### config.mk
export PLATFORM = sky130hd
export DESIGN_NAME = can_mode_seq
export DESIGN_NICKNAME = d
export VERILOG_FILES = /design/src/rtl/can_mode_pkg.sv /design/src/rtl/can_mode_txtrack.sv /design/src/rtl/can_mode_idlecnt.sv /design/src/rtl/can_mode_flags.sv /design/src/rtl/can_mode_seq.sv
export SDC_FILE = /design/constraint.sdc
export NUM_CORES = 1
export LEC_CHECK = 0
export ABC_AREA = 1
export CELL_PAD_IN_SITES_DETAIL_PLACEMENT = 1
export CELL_PAD_IN_SITES_GLOBAL_PLACEMENT = 1
export CORE_AREA = 2 2 39 41
export CTS_BUF_LIST = sky130_fd_sc_hd__clkbuf_4 sky130_fd_sc_hd__clkbuf_8
export DETAILED_ROUTE_END_ITERATION = 7
export DIE_AREA = 0 0 41 43
export DONT_BUFFER_PORTS = 1
export GPL_ROUTABILITY_DRIVEN = 0
export PLACE_DENSITY_LB_ADDON = 0.1
export SYNTH_ARGS = -nofsm -noshare
export SYNTH_HDL_FRONTEND = slang
export SYNTH_SLANG_ARGS = --single-unit
export TNS_END_PERCENT = 20
### constraint.sdc
create_clock -name clk -period 1.3 [get_ports clk]
set_input_delay 0.065 -clock clk [delete_from_list [all_inputs] [get_ports clk]]
set_output_delay 0.065 -clock clk [all_outputs]
set_load 0.05 [all_outputs]
### src/rtl/can_mode_pkg.sv
package can_mode_pkg;

    localparam int unsigned RESYNC_BITS_DEFAULT = 11;

    typedef enum logic [1:0] {
        MODE_CONFIG = 2'd0,
        MODE_ACTIVE = 2'd1,
        MODE_SLEEP  = 2'd2,
        MODE_RESYNC = 2'd3
    } mode_e;

    typedef struct packed {
        logic cfg_ack;
        logic pd_ack;
        logic bus_active;
    } mode_status_t;

    function automatic mode_status_t decode_status(mode_e m);
        mode_status_t s;
        s.cfg_ack    = (m == MODE_CONFIG);
        s.pd_ack     = (m == MODE_SLEEP);
        s.bus_active = (m == MODE_ACTIVE);
        return s;
    endfunction

endpackage

### src/rtl/can_mode_txtrack.sv
module can_mode_txtrack (
    input  logic clk,
    input  logic rst,
    input  logic start_i,
    input  logic end_i,
    output logic busy_o
);
    logic busy_q;

    always_ff @(posedge clk) begin
        if (rst)          busy_q <= 1'b0;
        else if (end_i)   busy_q <= 1'b0;
        else if (start_i) busy_q <= 1'b1;
    end

    assign busy_o = busy_q;
endmodule

### src/rtl/can_mode_idlecnt.sv
module can_mode_idlecnt #(
    parameter int unsigned RUN_LEN = 11
) (
    input  logic clk,
    input  logic rst,
    input  logic run_i,
    input  logic tick_i,
    input  logic rx_i,
    output logic done_o
);
    localparam int unsigned CW = $clog2(RUN_LEN + 1);
    localparam logic [CW-1:0] LAST = CW'(RUN_LEN - 1);

    logic [CW-1:0] cnt_q;

    always_ff @(posedge clk) begin
        if (rst || !run_i) cnt_q <= '0;
        else if (tick_i) begin
            if (!rx_i)              cnt_q <= '0;
            else if (cnt_q != LAST) cnt_q <= cnt_q + 1'b1;
        end
    end

    assign done_o = run_i && tick_i && rx_i && (cnt_q == LAST);
endmodule

### src/rtl/can_mode_flags.sv
module can_mode_flags (
    input  logic clk,
    input  logic rst,
    input  logic pdr_we_i,
    input  logic pdr_wd_i,
    input  logic pdr_hw_clr_i,
    input  logic wu_set_i,
    input  logic wu_clr_i,
    output logic pdr_o,
    output logic wuif_o
);
    logic pdr_q;
    logic wuif_q;

    always_ff @(posedge clk) begin
        if (rst)               pdr_q <= 1'b0;
        else if (pdr_hw_clr_i) pdr_q <= 1'b0;
        else if (pdr_we_i)     pdr_q <= pdr_wd_i;
    end

    always_ff @(posedge clk) begin
        if (rst)           wuif_q <= 1'b0;
        else if (wu_set_i) wuif_q <= 1'b1;
        else if (wu_clr_i) wuif_q <= 1'b0;
    end

    assign pdr_o  = pdr_q;
    assign wuif_o = wuif_q;
endmodule

### src/rtl/can_mode_seq.sv
module can_mode_seq
    import can_mode_pkg::*;
#(
    parameter int unsigned RESYNC_BITS = RESYNC_BITS_DEFAULT
) (
    input  logic clk,
    input  logic rst,
    input  logic cfg_req_i,
    input  logic pdr_we_i,
    input  logic pdr_wd_i,
    input  logic wake_en_i,
    input  logic rx_i,
    input  logic bit_tick_i,
    input  logic tx_start_i,
    input  logic tx_done_i,
    input  logic tx_arb_lost_i,
    input  logic tx_err_i,
    input  logic wuif_clr_i,
    output logic cfg_ack_o,
    output logic pd_ack_o,
    output logic pdr_o,
    output logic wuif_o,
    output logic bus_active_o
);
    mode_e        mode_q, mode_d;
    mode_status_t stat;
    logic         tx_end_w;
    logic         in_flight_w;
    logic         resync_done_w;
    logic         pdr_w;
    logic         wake_evt_w;
    logic         auto_clr_w;

    assign tx_end_w   = tx_done_i | tx_arb_lost_i | tx_err_i;
    assign wake_evt_w = (mode_q == MODE_SLEEP) && !rx_i;
    assign auto_clr_w = wake_evt_w && wake_en_i;

    can_mode_txtrack u_txtrack (
        .clk     (clk),
        .rst     (rst),
        .start_i (tx_start_i),
        .end_i   (tx_end_w),
        .busy_o  (in_flight_w)
    );

    can_mode_idlecnt #(.RUN_LEN(RESYNC_BITS)) u_idlecnt (
        .clk    (clk),
        .rst    (rst),
        .run_i  (mode_q == MODE_RESYNC),
        .tick_i (bit_tick_i),
        .rx_i   (rx_i),
        .done_o (resync_done_w)
    );

    can_mode_flags u_flags (
        .clk          (clk),
        .rst          (rst),
        .pdr_we_i     (pdr_we_i),
        .pdr_wd_i     (pdr_wd_i),
        .pdr_hw_clr_i (auto_clr_w),
        .wu_set_i     (wake_evt_w),
        .wu_clr_i     (wuif_clr_i),
        .pdr_o        (pdr_w),
        .wuif_o       (wuif_o)
    );

    always_comb begin
        mode_d = mode_q;
        unique case (mode_q)
            MODE_CONFIG: if (!cfg_req_i) mode_d = MODE_ACTIVE;
            MODE_ACTIVE: begin
                if (cfg_req_i)
                    mode_d = MODE_CONFIG;
                else if (pdr_w && (!in_flight_w || tx_end_w))
                    mode_d = MODE_SLEEP;
            end
            MODE_SLEEP: begin
                if (auto_clr_w || !pdr_w) mode_d = MODE_RESYNC;
            end
            MODE_RESYNC: begin
                if (cfg_req_i)          mode_d = MODE_CONFIG;
                else if (resync_done_w) mode_d = MODE_ACTIVE;
            end
            default: mode_d = MODE_CONFIG;
        endcase
    end

    always_ff @(posedge clk) begin
        if (rst) mode_q <= MODE_CONFIG;
        else     mode_q <= mode_d;
    end

    assign stat         = decode_status(mode_q);
    assign cfg_ack_o    = stat.cfg_ack;
    assign pd_ack_o     = stat.pd_ack;
    assign bus_active_o = stat.bus_active;
    assign pdr_o        = pdr_w;
endmodule

# Word-level counts from Yosys, hierarchy flattened
# Index checks and enable logic that the tools add are counted.
[op_classes]
bitwise = 2
addsub = 1
mux = 11
n_eq_ne = 10
reduce_logical = 19
[op_table]
columns = ["cell", "count"]
rows = [
  ["2-to-1 mux 2 bit", 6],
  ["2-to-1 mux 4 bit", 2],
  ["one-hot mux 2 bit (4 select lines)", 1],
  ["logical AND 1 bit", 6],
  ["adder 4 x 1 -> 4 bit (second input constant)", 1],
  ["== test 2 bit (second input constant)", 2],
  ["== test 4 bit (second input constant)", 1],
  ["logical NOT 1 bit", 4],
  ["!= test 2 x 1 -> 1 bit (second input constant)", 2],
  ["!= test 4 bit (second input constant)", 1],
  ["AND reduction 4 bit", 1],
  ["OR reduction 2 bit", 2],
  ["logical OR 1 bit", 3],
  ["!= test 3 x 2 -> 1 bit (second input constant)", 1],
  ["!= test 3 bit (second input constant)", 1],
  ["== test 2 x 1 -> 1 bit (second input constant)", 1],
  ["logical NOT 2 bit", 1],
  ["2-to-1 mux 1 bit", 2],
  ["!= test 2 bit (second input constant)", 1],
  ["bitwise OR 1 bit", 2],
  ["AND reduction 2 bit", 1],
  ["nonzero test 2 bit", 1],
]
[totals]
word_cells = 48
inputBits = 13
reg_bits = 9
output_inout_bits = 5

# Depth between registers and ports, before layout
[depth]
word_depth = 7
ltp_mapped = 11
ltp_nobuf = 11

# Modules after synthesis
# From an unflattened synthesis, not the netlist that was laid out.
[hier_totals]
cells_unflattened = 91
area_unflattened_um2 = 573.0
[modules_own_cells]
columns = ["module", "area_per_inst_um2", "seq_area_each_um2", "n_inst", "cells_each"]
rows = [
  ["can_mode_idlecnt", 264.0, 80.1, 1, 39],
  ["can_mode_seq", 188.9, 40.0, 1, 34],
  ["can_mode_flags", 81.3, 40.0, 1, 12],
  ["can_mode_txtrack", 38.8, 20.0, 1, 6],
]

# Least setup slack after synthesis
# No wires, ideal clock.
[synth_timing]
kind = "register to register"
startpoint = "register mode_q[0]"
endpoint = "register with a tool-made name"
stages_incl_launch_ff = 8
arrival_ps = 1564
required_time_ps = 1234
n_path_buf = 0
period_less_slack_ps = 1630
slack_ps = -330
setup_time_ps = 66
cell_sequence = "dfxtp_1 -> nor2_1 -> nand2_1 -> nand2_2 -> nor2_1 -> nand2_1 -> nand2_1 -> a21oi_2"
[synth_rtl]
columns = ["element", "line_no", "rtl"]
rows = [
  ["start: declaration", "can_mode_seq.sv:25", "mode_e mode_q, mode_d;"],
  ["start signal: assignment", "can_mode_seq.sv:90", "else mode_q <= mode_d;"],
]

# Final worst setup path
[layout_timing]
startpoint = "register u_idlecnt.cnt_q[0]"
endpoint = "register u_idlecnt.cnt_q[1]"
[layout_between]
elab_chain_cells = 3
word_cells_on_any_way = 6
cone_classes = "add/sub (1); eq/ne (2); mux (2); reduce/logical (1)"
[layout_lines]
columns = ["element", "line_no", "rtl"]
rows = [
  ["start: declaration", "can_mode_idlecnt.sv:14", "logic [CW-1:0] cnt_q;"],
  ["start signal: assignment", "can_mode_idlecnt.sv:20", "else if (cnt_q != LAST) cnt_q <= cnt_q + 1'b1;"],
  ["adder 4 x 1 -> 4 bit / != test 4 bit (equally long branches)", "can_mode_idlecnt.sv:20", ""],
  ["2-to-1 mux 4 bit / != test 2 x 1 -> 1 bit (equally long branches)", "n/a", ""],
  ["2-to-1 mux 4 bit / AND reduction 2 bit (equally long branches)", "n/a", ""],
]
# Parallel ways exist; a longest one is shown, timed or not. The select of a mux whose other input is x is not followed.
# A chain may end at the register's enable or synchronous reset.

==> qor.yml <==
place:
  dpl_cell_area_um2: 609
  hpwl_um: 1020
  numPortBuffers: 0
  post-place-ws_ns: -0.0426
timing:
  fin_skew_ns: 0.000527
  report.final.slew_viol_count: 0
  period_needed_ns: 1.30
  worstMarginPinSlew_ns: 0.225
  fmax_mhz: 770
  max-slew-margin-rel_pct: 84.9
  hold_violations: 0
  period_share_pct: 100
  setup_viol: 0
  layout_setup_ws_ns: 0.000585
  rsz0062_at_grt: "true"
routing:
  vias: 541
  wl_met3_um: 59
  ant_nets: 0
  wl_per_cell_um: 12.5
  wirelength_um: 1350
  drt_iter0_drc: 3
  wirelength_met1_um: 524
  dr_wl_met2_um: 734
  drc: 0
  firstDrtPassIters: 4
  avgViaCountPerCell: 5.01
  routed.top_layer: "met4"
floorplan:
  dieArea_mm2: 0.00176
  core_mm2: 0.00138
  initial_utilization_pct: 35.4
  die_w_um: 41
  io-pin-count: 18
  die_h_um: 43
  row_count: 14
grt:
  antenna_found_initial: 0
  track_usage_pct: 18.1
  first_global_vias: 534
  grt_max_degree: 7
  grt_overflow_total: 0
  grt_pass1_wl_um: 2190
synthesis:
  syn_area_per_cell_um2: 7.01
  synth_most_common_cell: "nand2_1"
  synthTopCellsByCount: "13 x nand2_1, 10 x inv_1, 10 x nor2_1"
  ys_ff_latch: 9
  ys.flop_type: "dfxtp_1"
  yosysTopAreaCell: "dfxtp_1"
  synth_area_um2: 490
  synthTopCellsByArea: "dfxtp_1 37%, nand2_1 9.9%, inv_1 7.7%, nor2_1 7.7%, a21oi_1 6.1%"
  ys_types: 20
  syn_nets: 85
  async_flop_share_pct: 0
  ys_warn_count: 0
  synth-edff-count: 0
  syn_inst: 70
  seq_area_frac_synth_pct: 36.7
  synth_top_area_share_pct: 36.7
critical_path:
  worst_ep_arrival_time_ns: 1.49
  slowest_stage: "dfxtp_2"
  cp-end-kind: "flip-flop"
  crit_family: "simple AND/OR/NAND/NOR gates"
  path_cells: "inv_2, ha_4, nand2_2, inv_2, nand2_1, nand2_2, or3_4, a21oi_2"
  slowest_delay_ns: 0.34
  cp.required_ns: 1.49
  startpoint_type: "flip-flop"
  path_buf_inv: 2
  worstPathMaxFanout: 4
  path_class: "flip-flop to flip-flop"
outcome:
  outcome: "completed"
cts:
  clkLatencyLatePin_ns: 0.26
  cts_tree: "yes"
  htreeDepth: 1
  cts_inserted_buffers: 3
  cts_sinks: 9
  cts-root-buf: "clkbuf_4"
  clkTransAtPathRegs_ns: 0.07
  cts_buffer_depth: 2
power:
  combPwrFrac_pct: 19.3
  cellPowerDensity_mw_per_mm2: 888
  p_sw_share_pct: 28.9
  p_clk_share_pct: 37.1
  finalPower_uw: 666
  ir_worst_vdd_uv: 696
  power_frac_seq_pct: 43.6
  p_leak_uw: 0.000321
  power.internal_uw: 473
  power_switching_uw: 193
cells_and_area:
  num_antenna_cells: 0
  syn_to_final_growth_pct: 52.8
  final_core_util_pct: 54.2
  final_area_um2: 749
  drive_gt1_share_pct: 41.3
  nFillCells: 174
  fin_nets: 108
flow_run:
  drv_cap: 0
hold_path:
  hp-class: "input pin to flip-flop"
==> final timing paths <==
check	cells after the start	startpoint	slack, ns	endpoint
worst min register to register	1	u_idlecnt.cnt_q[3]$_SDFFE_PP0P_	0.47	u_idlecnt.cnt_q[3]$_SDFFE_PP0P_
worst max register to register	8	u_idlecnt.cnt_q[0]$_SDFFE_PP0P_	0.0006	u_idlecnt.cnt_q[1]$_SDFFE_PP0P_
worst min-delay path	3	cfg_req_i	0.009	flip-flop
worst max-delay path	8	u_idlecnt.cnt_q[0]$_SDFFE_PP0P_	0.0006	u_idlecnt.cnt_q[1]$_SDFFE_PP0P_
==> timing repair <==
action,CTS,global route
endpoints found under the setup margin,4,6
buffers inserted,1,0
pin swaps,1,7
resized for setup,4,10
hold buffers,6,0
hold endpoints to repair,5,0
==> power by group through the flow <==
stage	Sequential, uW	Combinational [uW]	Clock (uW)
global route	291	140	273
finish	290	129	247
CTS	289	128	257
detailed placement	296	110	0
floorplan	305	65.6	0
global placement	295	108	0
==> final cells by class <==
| class | count | area (um2) | area share, % |
|---|---|---|---|
| inverter | 11 | 41.3 | 5.51 |
| sequential | 9 | 188 | 25.0 |
| timing repair buffer | 18 | 150 | 20.0 |
| clock buffer | 4 | 30.0 | 4.01 |
| multi-input combinational | 50 | 320 | 42.7 |
| tap | 16 | 20.0 | 2.67 |
==> per-stage QoR <==
step | std cells | hold slack, ns | setup TNS [ns]
2_1_floorplan | 70 | 0.118 | -0.00634
3_3_place_gp | 97 | 0.120 | 0
3_5_place_dp | 97 | 0.121 | -0.0800
4_1_cts | 108 | 0.0103 | -0.0233
5_1_grt | 108 | 0.0185 | -0.246
6_report | 108 | 0.00854 | 0
==> routing by layer <==
metal / track usage [%] / vias to the layer above
met5: 0 / -
met4: 8.00 / 0
met3: 4.71 / 4
met2: 30.0 / 9
met1: 20.5 / 256
li1: - / 272
==> cells in the final DEF, fill, tap and decap left out, drive strengths merged <==
cell type | Yosys | final
dfxtp | 9 | 9
ha | 2 | 2
buf | 0 | 12
or3 | 1 | 1
o21a | 1 | 1
inv | 11 | 11
mux2i | 1 | 1
nor3 | 2 | 2
a211oi | 1 | 1
o211ai | 2 | 2
o21ai | 3 | 3
a21oi | 7 | 7
nand2 | 14 | 14
nand3 | 5 | 5
clkbuf | 0 | 4
dlygate4sd3 | 0 | 6
nor2 | 11 | 11
==> logic make-up after synthesis <==
family / after synthesis / synth area share (%)
flip-flops: 9 / 36.7
multiplexers: 1 / 2.04
AND/OR/NAND/NOR: 33 / 29.6
adder cells (fa/ha/maj): 2 / 5.10
buffers and inverters: 11 / 8.42
AO/OA/AOI/OAI: 14 / 18.1
==> worst min-delay path: cells and delay by family <==
kind | cells | cell delay (ns)
and+or+nand+nor | 2 | 0.12
AOI/OAI and AO/OA | 1 | 0.05
(Power assumes the default switching activity.)
